==> src/rtl/potreg_pkg.sv <==
package potreg_pkg;

  localparam int unsigned WIPER_W_DEF = 8;
  localparam int unsigned NUM_WIPERS  = 2;

  function automatic int unsigned frame_width(input int unsigned wiper_w);
    return NUM_WIPERS * wiper_w + 1;
  endfunction

endpackage

==> src/rtl/potreg_rst_sync.sv <==
module potreg_rst_sync #(
  parameter int unsigned STAGES = 2
) (
  input  logic clk,
  input  logic arst_n,
  output logic rst_n_sync
);

  logic [STAGES-1:0] sync_q;
  logic [STAGES-1:0] sync_d;

  always_comb begin
    sync_d = {sync_q[STAGES-2:0], 1'b1};
  end

  always_ff @(posedge clk or negedge arst_n) begin
    if (!arst_n) begin
      sync_q <= '0;
    end else begin
      sync_q <= sync_d;
    end
  end

  assign rst_n_sync = sync_q[STAGES-1];

endmodule

==> src/rtl/potreg_shifter.sv <==
module potreg_shifter #(
  parameter int unsigned FRAME_W = 17
) (
  input  logic               clk,
  input  logic               rst_n,
  input  logic               frame_en,
  input  logic               din,
  output logic [FRAME_W-1:0] sreg_o,
  output logic               cas_o
);

  logic [FRAME_W-1:0] sreg_q;
  logic [FRAME_W-1:0] sreg_d;
  logic               shift_en;

  assign shift_en = frame_en;

  always_comb begin
    sreg_d = {sreg_q[FRAME_W-2:0], din};
  end

  always_ff @(posedge clk or negedge rst_n) begin
    if (!rst_n) begin
      sreg_q <= '0;
    end else if (shift_en) begin
      sreg_q <= sreg_d;
    end
  end

  // far end straight from the register, no extra stage
  assign cas_o  = sreg_q[FRAME_W-1];
  assign sreg_o = sreg_q;

endmodule

==> src/rtl/potreg_hold.sv <==
module potreg_hold #(
  parameter int unsigned FRAME_W = 17
) (
  input  logic               clk,
  input  logic               rst_n,
  input  logic               frame_en,
  input  logic [FRAME_W-1:0] sreg_i,
  output logic [FRAME_W-1:0] hold_o
);

  logic               en_q;
  logic               load;
  logic [FRAME_W-1:0] hold_q;
  logic [FRAME_W-1:0] hold_d;

  assign load = en_q & ~frame_en;

  always_comb begin
    hold_d = sreg_i;
  end

  always_ff @(posedge clk or negedge rst_n) begin
    if (!rst_n) begin
      en_q <= 1'b0;
    end else begin
      en_q <= frame_en;
    end
  end

  always_ff @(posedge clk or negedge rst_n) begin
    if (!rst_n) begin
      hold_q <= '0;
    end else if (load) begin
      hold_q <= hold_d;
    end
  end

  assign hold_o = hold_q;

endmodule

==> src/rtl/potreg_stack_mux.sv <==
module potreg_stack_mux #(
  parameter int unsigned WIPER_W = 8
) (
  input  logic               sel,
  input  logic [WIPER_W-1:0] code0,
  input  logic [WIPER_W-1:0] code1,
  output logic [WIPER_W:0]   pos
);

  logic [WIPER_W-1:0] picked;

  always_comb begin
    picked = sel ? code1 : code0;
    pos    = {sel, picked};
  end

endmodule

==> src/rtl/potreg_top.sv <==
module potreg_top
  import potreg_pkg::*;
#(
  parameter int unsigned WIPER_W    = WIPER_W_DEF,
  parameter int unsigned RST_STAGES = 2
) (
  input  logic               clk,
  input  logic               arst_n,
  input  logic               frame_en,
  input  logic               din,
  output logic               cas_out,
  output logic [WIPER_W-1:0] wiper0_code,
  output logic [WIPER_W-1:0] wiper1_code,
  output logic               stack_sel,
  output logic [WIPER_W:0]   stack_pos
);

  localparam int unsigned FRAME_W = frame_width(WIPER_W);
  localparam int unsigned SEL_IDX = FRAME_W - 1;

  logic                           rst_n_sync;
  logic [FRAME_W-1:0]             sreg;
  logic [FRAME_W-1:0]             hold;
  logic [NUM_WIPERS-1:0][WIPER_W-1:0] codes;

  potreg_rst_sync #(.STAGES(RST_STAGES)) u_rst (
    .clk        (clk),
    .arst_n     (arst_n),
    .rst_n_sync (rst_n_sync)
  );

  potreg_shifter #(.FRAME_W(FRAME_W)) u_shift (
    .clk      (clk),
    .rst_n    (rst_n_sync),
    .frame_en (frame_en),
    .din      (din),
    .sreg_o   (sreg),
    .cas_o    (cas_out)
  );

  potreg_hold #(.FRAME_W(FRAME_W)) u_hold (
    .clk      (clk),
    .rst_n    (rst_n_sync),
    .frame_en (frame_en),
    .sreg_i   (sreg),
    .hold_o   (hold)
  );

  // wiper i occupies bits [i*W +: W]; the selector sits above them all
  for (genvar i = 0; i < NUM_WIPERS; i++) begin : g_field
    assign codes[i] = hold[i*WIPER_W +: WIPER_W];
  end

  assign wiper0_code = codes[0];
  assign wiper1_code = codes[1];
  assign stack_sel   = hold[SEL_IDX];

  potreg_stack_mux #(.WIPER_W(WIPER_W)) u_mux (
    .sel   (stack_sel),
    .code0 (codes[0]),
    .code1 (codes[1]),
    .pos   (stack_pos)
  );

endmodule

==> config.mk <==
export PLATFORM = sky130hd
export DESIGN_NAME = potreg_top
export DESIGN_NICKNAME = d
export VERILOG_FILES = /design/src/rtl/potreg_pkg.sv /design/src/rtl/potreg_rst_sync.sv /design/src/rtl/potreg_shifter.sv /design/src/rtl/potreg_hold.sv /design/src/rtl/potreg_stack_mux.sv /design/src/rtl/potreg_top.sv
export SDC_FILE = /design/constraint.sdc
export NUM_CORES = 1
export LEC_CHECK = 0
export ABC_AREA = 1
export BUFFER_PORTS_ARGS = -buffer_cell sky130_fd_sc_hd__buf_2
export CAP_MARGIN = 20
export CORE_AREA = 2 2 77 79
export DETAILED_ROUTE_END_ITERATION = 8
export DIE_AREA = 0 0 79 81
export PLACE_DENSITY = 0.46
export SYNTH_ARGS = -nofsm -noshare
export SYNTH_HDL_FRONTEND = slang
export SYNTH_HIERARCHICAL = 1
export SYNTH_SLANG_ARGS = --single-unit
==> constraint.sdc <==
create_clock -name clk -period 1.2 [get_ports clk]
set_input_delay 0.24 -clock clk [delete_from_list [all_inputs] [get_ports clk]]
set_output_delay 0.24 -clock clk [all_outputs]
set_load 0.005 [all_outputs]
==> reports/qor.txt, run 1 <==
Max H-tree Level: 2
worst hold margin: 167.6 ps
maxcap violations: 0
setup TNS: -1021 ps
reg2reg setup slack: 210 ps
wire per inst: 11.80 um
Netlist Area Pre-Place: 1634 um^2
DP Worst Slack: 173.9 ps
Startpoint Class: flip-flop
gpl congestion: 0.7109
synthesized area per cell: 9.180 um^2
fin crit share: 1.108
RSZ-0062 raised after global routing: true
final-stage net count: 215
Post-CTS Setup Repair Bufs: 0
Pwr Total: 3040 uW
pin count of the biggest net entering global routing: 36
num rows: 28
clock buffer count from CTS: 5
total gr overflow: 0
DR vias: 1204
CTS tree: built
diode count: 0
Synth Net Count: 182
busiest grt layer: met2
RR Endpoint: u_hold/hold_o[10]
#FFs+latches synth: 37
DP Wirelength: 2.328 mm
Worst Reg-to-Reg Cells: 3
Yosys cell types: 12
placed inst area: 1834 um^2
Reg2Reg Launch Point: u_hold/en_q
worst path arrival time: 1090 ps
Syn Inst Count: 178
root buffer cell: clkbuf_8
first-pass GRT wire length: 5.789 mm
Leak: 0.001093 uW
Initial Utilization: 0.2879
Final Hold Vio Count: 0
Core Area: 5675 um^2
Detailed Route WL: 3.387 mm
I/O pins: 31
Synth warnings: 6
Area growth syn-to-layout: 20.44%
clock buffer depth: 2
initial antenna violation count: 0
# setup viols final: 10
Worst Hold End: u_shift/sreg_o[0]
layout cells sized above 1: 0.3679
worst IR drop on VDD: 393.8 uV
fmax: 752.1 MHz
violated checks: setup timing
drc violations: 0
WHS Path Cells: 3
sequential-to-total area share from yosys stat: 0.5666
met3 Use GR: 0.02778
multi-input logic area: 600.6 um^2
status: complete, but fails checks
Design Area, Final: 1968 um^2
CTS Sinks: 37
vias per cell: 4.195
worst hold start: din
drt first pass iters: 4
DRT iter0 DRCs: 70
HP Class: in2reg
PortBufs: 30
final clock skew: 3.229 ps
vias in the first global route: 1185
ANT nets after route: 0
most frequent cells in the layout: nand2_1 (76), dfrtp_1 (36), nand2_2 (33), buf_2 (28), nand3_1 (17)
gr usage total: 0.1162
met1 Use GR: 0.1448
most common cell after layout, fill and taps aside: nand2_1
Seq. cell area: 927.1 um^2
crit path from: u_hold/hold_o[16]
Critical Path Sink Type: output pin
die width: 79 um
Die Span Y: 81 um
M2 GR Usage: 0.1924
PD cells: 1545 nW/um^2
final worst slack: -129.5 ps
worst-skew pair later-pin latency: 280 ps
Setup CP Type: reg2out
Final min period: 1330 ps
CP Max Fanout: 5
Reg clk slew, reported paths: 70 ps
Critical Path RT: 960 ps
final max-slew violation count: 0
fill count: 627
overall die area: 6399 um^2
kinds of logic after synthesis:
family / count (synthesis) / synth area share
buffers and inverters: 13 / 0.07810
other: 1 / 0.002295
and+or+nand+nor: 127 / 0.3530
DFF: 37 / 0.5666
metal layers:
layer	vias to the layer above	share of wire
li1	611	-
met1	565	0.48
met2	24	0.47
met3	4	0.034
met4	0	0.018
met5	-	0
power by group:
part	leakage (uW)	internal (uW)	switching, uW
clock	0.0000395	412	401
combinational	0.000568	291	309
sequential	0.000485	1440	191
total	0.00109	2140	901
critical path: stages, from the launching register on:
cell and delay, ps:
dfrtp_2 450, buf_6 150, nand2_1 50, nand2_1 40
buf_2 120
stage by stage:
stage / util / instances
floorplan: - / 178
global placement: 0.3232 / 278
detailed placement: 0.3232 / 278
CTS: 0.3391 / 287
global route: 0.3468 / 287
finish: 0.3468 / 287
area by class of cell:
| class | count | share of cell area |
|---|---|---|
| clock buffer | 8 | 0.04069 |
| inverter | 3 | 0.01208 |
| multi-input combinational | 128 | 0.3051 |
| sequential | 37 | 0.4711 |
| tap | 75 | 0.04768 |
| timing repair buffer | 36 | 0.1233 |
worst max-delay path by stage:
stage | slack (ps) | endpoint | cells past startpoint
after global placement | 180 | stack_pos[2] | 4
after floorplan | 90 | u_hold/en_q | 0
after global routing | -190 | stack_pos[4] | 4
final | -130 | stack_pos[2] | 4
after CTS | -140 | stack_pos[4] | 4
after detailed placement | 170 | stack_pos[4] | 4
what timing repair did:
action,4_1_cts,5_1_grt
pin swaps,0,3
resized for setup,0,14
cloned,0,0
hold endpoints to repair,2,0
hold buffers,1,0
setup endpoints to repair,10,10
state kept, by name (all words and copies together) (netlist names):
register and flops:
u_hold/en_q 1, u_hold/hold_o 17, u_rst/sync_q 2, u_shift/sreg_o 17
Yosys cell counts (all sizes together):
cell	n	area share
inv	3	0.013
dfrtp	37	0.57
nand3	17	0.052
conb	1	0.0023
nand2	110	0.30
buf	10	0.065
No activity file was read; power rests on OpenSTA's default activity.
==> inputs of run 2 (changes only) <==
--- a/constraint.sdc
+++ b/constraint.sdc
@@ -3,2 +3,2 @@
 set_output_delay 0.24 -clock clk [all_outputs]
-set_load 0.005 [all_outputs]
+set_load 0.02 [all_outputs]
==> run 2 against run 1 <==
The run still ends with setup timing left. Wire length unchanged. Die area did not move. Largest power group unchanged. Global-route usage is 0.50 points higher. Sequential power barely moved. Largest cell class unchanged. Cell count is the same. Power up 11%. Critical endpoint unchanged. Sequential share of layout area is 1.7 points lower.
==> reports/qor.txt, run 2 (same netlist as run 1, synthesis figures left out) <==
diode count: 0 (unchanged)
Area growth syn-to-layout: 24.89%
busiest grt layer: met2
met3 Use GR: 0.03000 (+0.002222)
# setup viols final: 10 (unchanged)
maxcap violations: 0 (unchanged)
Die Span Y: 81 um (unchanged)
final-stage net count: 216 (+0.47%)
drt first pass iters: 4 (unchanged)
gr usage total: 0.1211 (+0.004952)
CP Max Fanout: 5 (unchanged)
PD cells: 1658 nW/um^2 (+7.3%)
Core Area: 5675 um^2 (unchanged)
gpl congestion: 0.6880 (-3.2%)
DR vias: 1225 (+1.7%)
violated checks: setup timing
Startpoint Class: flip-flop
DP Wirelength: 2.393 mm (+2.8%)
Initial Utilization: 0.2879 (unchanged)
met1 Use GR: 0.1546 (+0.009848)
Setup CP Type: reg2out
num rows: 28 (unchanged)
fin util: 0.3596 (+0.01279)
pin count of the biggest net entering global routing: 36 (unchanged)
Pwr Total: 3384 uW (+11%)
Final Hold Vio Count: 0 (unchanged)
final clock skew: 5.253 ps (+2.024 ps)
setup TNS: -1169 ps (-148.3 ps)
Max H-tree Level: 2 (unchanged)
worst path arrival time: 1100 ps (about the same)
Critical Path Sink Type: output pin
fmax: 744.0 MHz (-1.1%)
worst hold margin: 161.7 ps (-5.898 ps)
Reg clk slew, reported paths: 70 ps (about the same)
most common cell after layout, fill and taps aside: nand2_1
Worst Reg-to-Reg Cells: 3 (unchanged)
RSZ-0062 raised after global routing: true
drc violations: 0 (unchanged)
vias per cell: 4.268 (+1.7%)
clock buffer depth: 2 (unchanged)
fin crit share: 1.120 (+0.01210)
DRT iter0 DRCs: 99 (+41%)
M2 GR Usage: 0.1966 (+0.004237)
vias in the first global route: 1227 (+3.5%)
final max-slew violation count: 0 (unchanged)
initial antenna violation count: 0 (unchanged)
Leak: 0.001118 uW (+2.3%)
layout cells sized above 1: 0.4151 (+0.04717)
Critical Path RT: 960 ps (about the same)
PortBufs: 30 (unchanged)
final worst slack: -144.1 ps (-14.52 ps)
I/O pins: 31 (unchanged)
root buffer cell: clkbuf_8
die width: 79 um (unchanged)
HP Class: in2reg
clock buffer count from CTS: 5 (unchanged)
first-pass GRT wire length: 5.961 mm (+3.0%)
Final min period: 1344 ps (+14.52 ps)
CTS Sinks: 37 (unchanged)
CTS tree: built
status: complete, but fails checks
total gr overflow: 0 (unchanged)
WHS Path Cells: 3 (unchanged)
worst IR drop on VDD: 544.3 uV (+38%)
Detailed Route WL: 3.387 mm (unchanged)
overall die area: 6399 um^2 (unchanged)
ANT nets after route: 0 (unchanged)
most frequent cells in the layout: nand2_1 (68), nand2_2 (40), dfrtp_1 (36), buf_2 (20), nand3_1 (17)
worst-skew pair later-pin latency: 280 ps (about the same)
wire per inst: 11.80 um (unchanged)
run 2: worst max-delay path, cell delays in order (launching register included):
cell     delay [ps]
dfrtp_2         440
buf_6           150
nand2_1          50
nand2_1          50
buf_6           130
run 2: cell type report:
cell class / instances / area (um^2)
clock buffer: 7 / 86.33
timing repair buffer: 37 / 284.0
multi-input combinational: 128 / 625.6
sequential: 37 / 927.1
inverter: 3 / 23.77
fill: 611 / 3635
tap: 75 / 93.84
run 2: metrics by stage:
stage          instances  worst slack [ps]  instance area (um^2)
5_1_grt              287            -189.4                  2041
2_1_floorplan        178             28.90                  1634
4_1_cts              287            -163.0                  1949
3_3_place_gp         279             151.1                  1829
3_5_place_dp         279             148.6                  1829
6_report             287            -144.1                  2041
run 2: where the power goes:
| part | internal [uW] | switching (uW) | total, uW |
|---|---|---|---|
| Clock | 456 | 415 | 870 |
| Sequential | 1440 | 189 | 1620 |
| Combinational | 363 | 526 | 889 |
run 2: final timing paths:
| check | start | to | slack [ps] |
|---|---|---|---|
| hold / removal | din | u_shift/sreg_o[0] | 160 |
| max in group asynchronous | u_rst/sync_q[1] | u_hold/hold_o[16] | 780 |
| hold reg to reg | u_rst/sync_q[1] | u_shift/sreg_o[0] | 230 |
| min in group asynchronous | u_rst/sync_q[1] | u_shift/sreg_o[0] | 230 |
| setup reg to reg | u_hold/en_q | u_hold/hold_o[7] | 170 |
| setup / recovery | u_hold/hold_o[16] | stack_pos[2] | -140 |
run 2: repair_timing:
item | 4_1_cts | 5_1_grt
hold endpoints to repair | 2 | 0
hold buffers | 1 | 0
pin swaps | 0 | 7
setup buffers | 0 | 0
resized for setup | 8 | 32
endpoints found under the setup margin | 10 | 10
run 2: layer usage:
metal / vias to the layer above / wire length [um]
li1: 607 / -
met1: 586 / 1690
met2: 28 / 1539
met3: 4 / 108
met4: 0 / 48
met5: - / 0
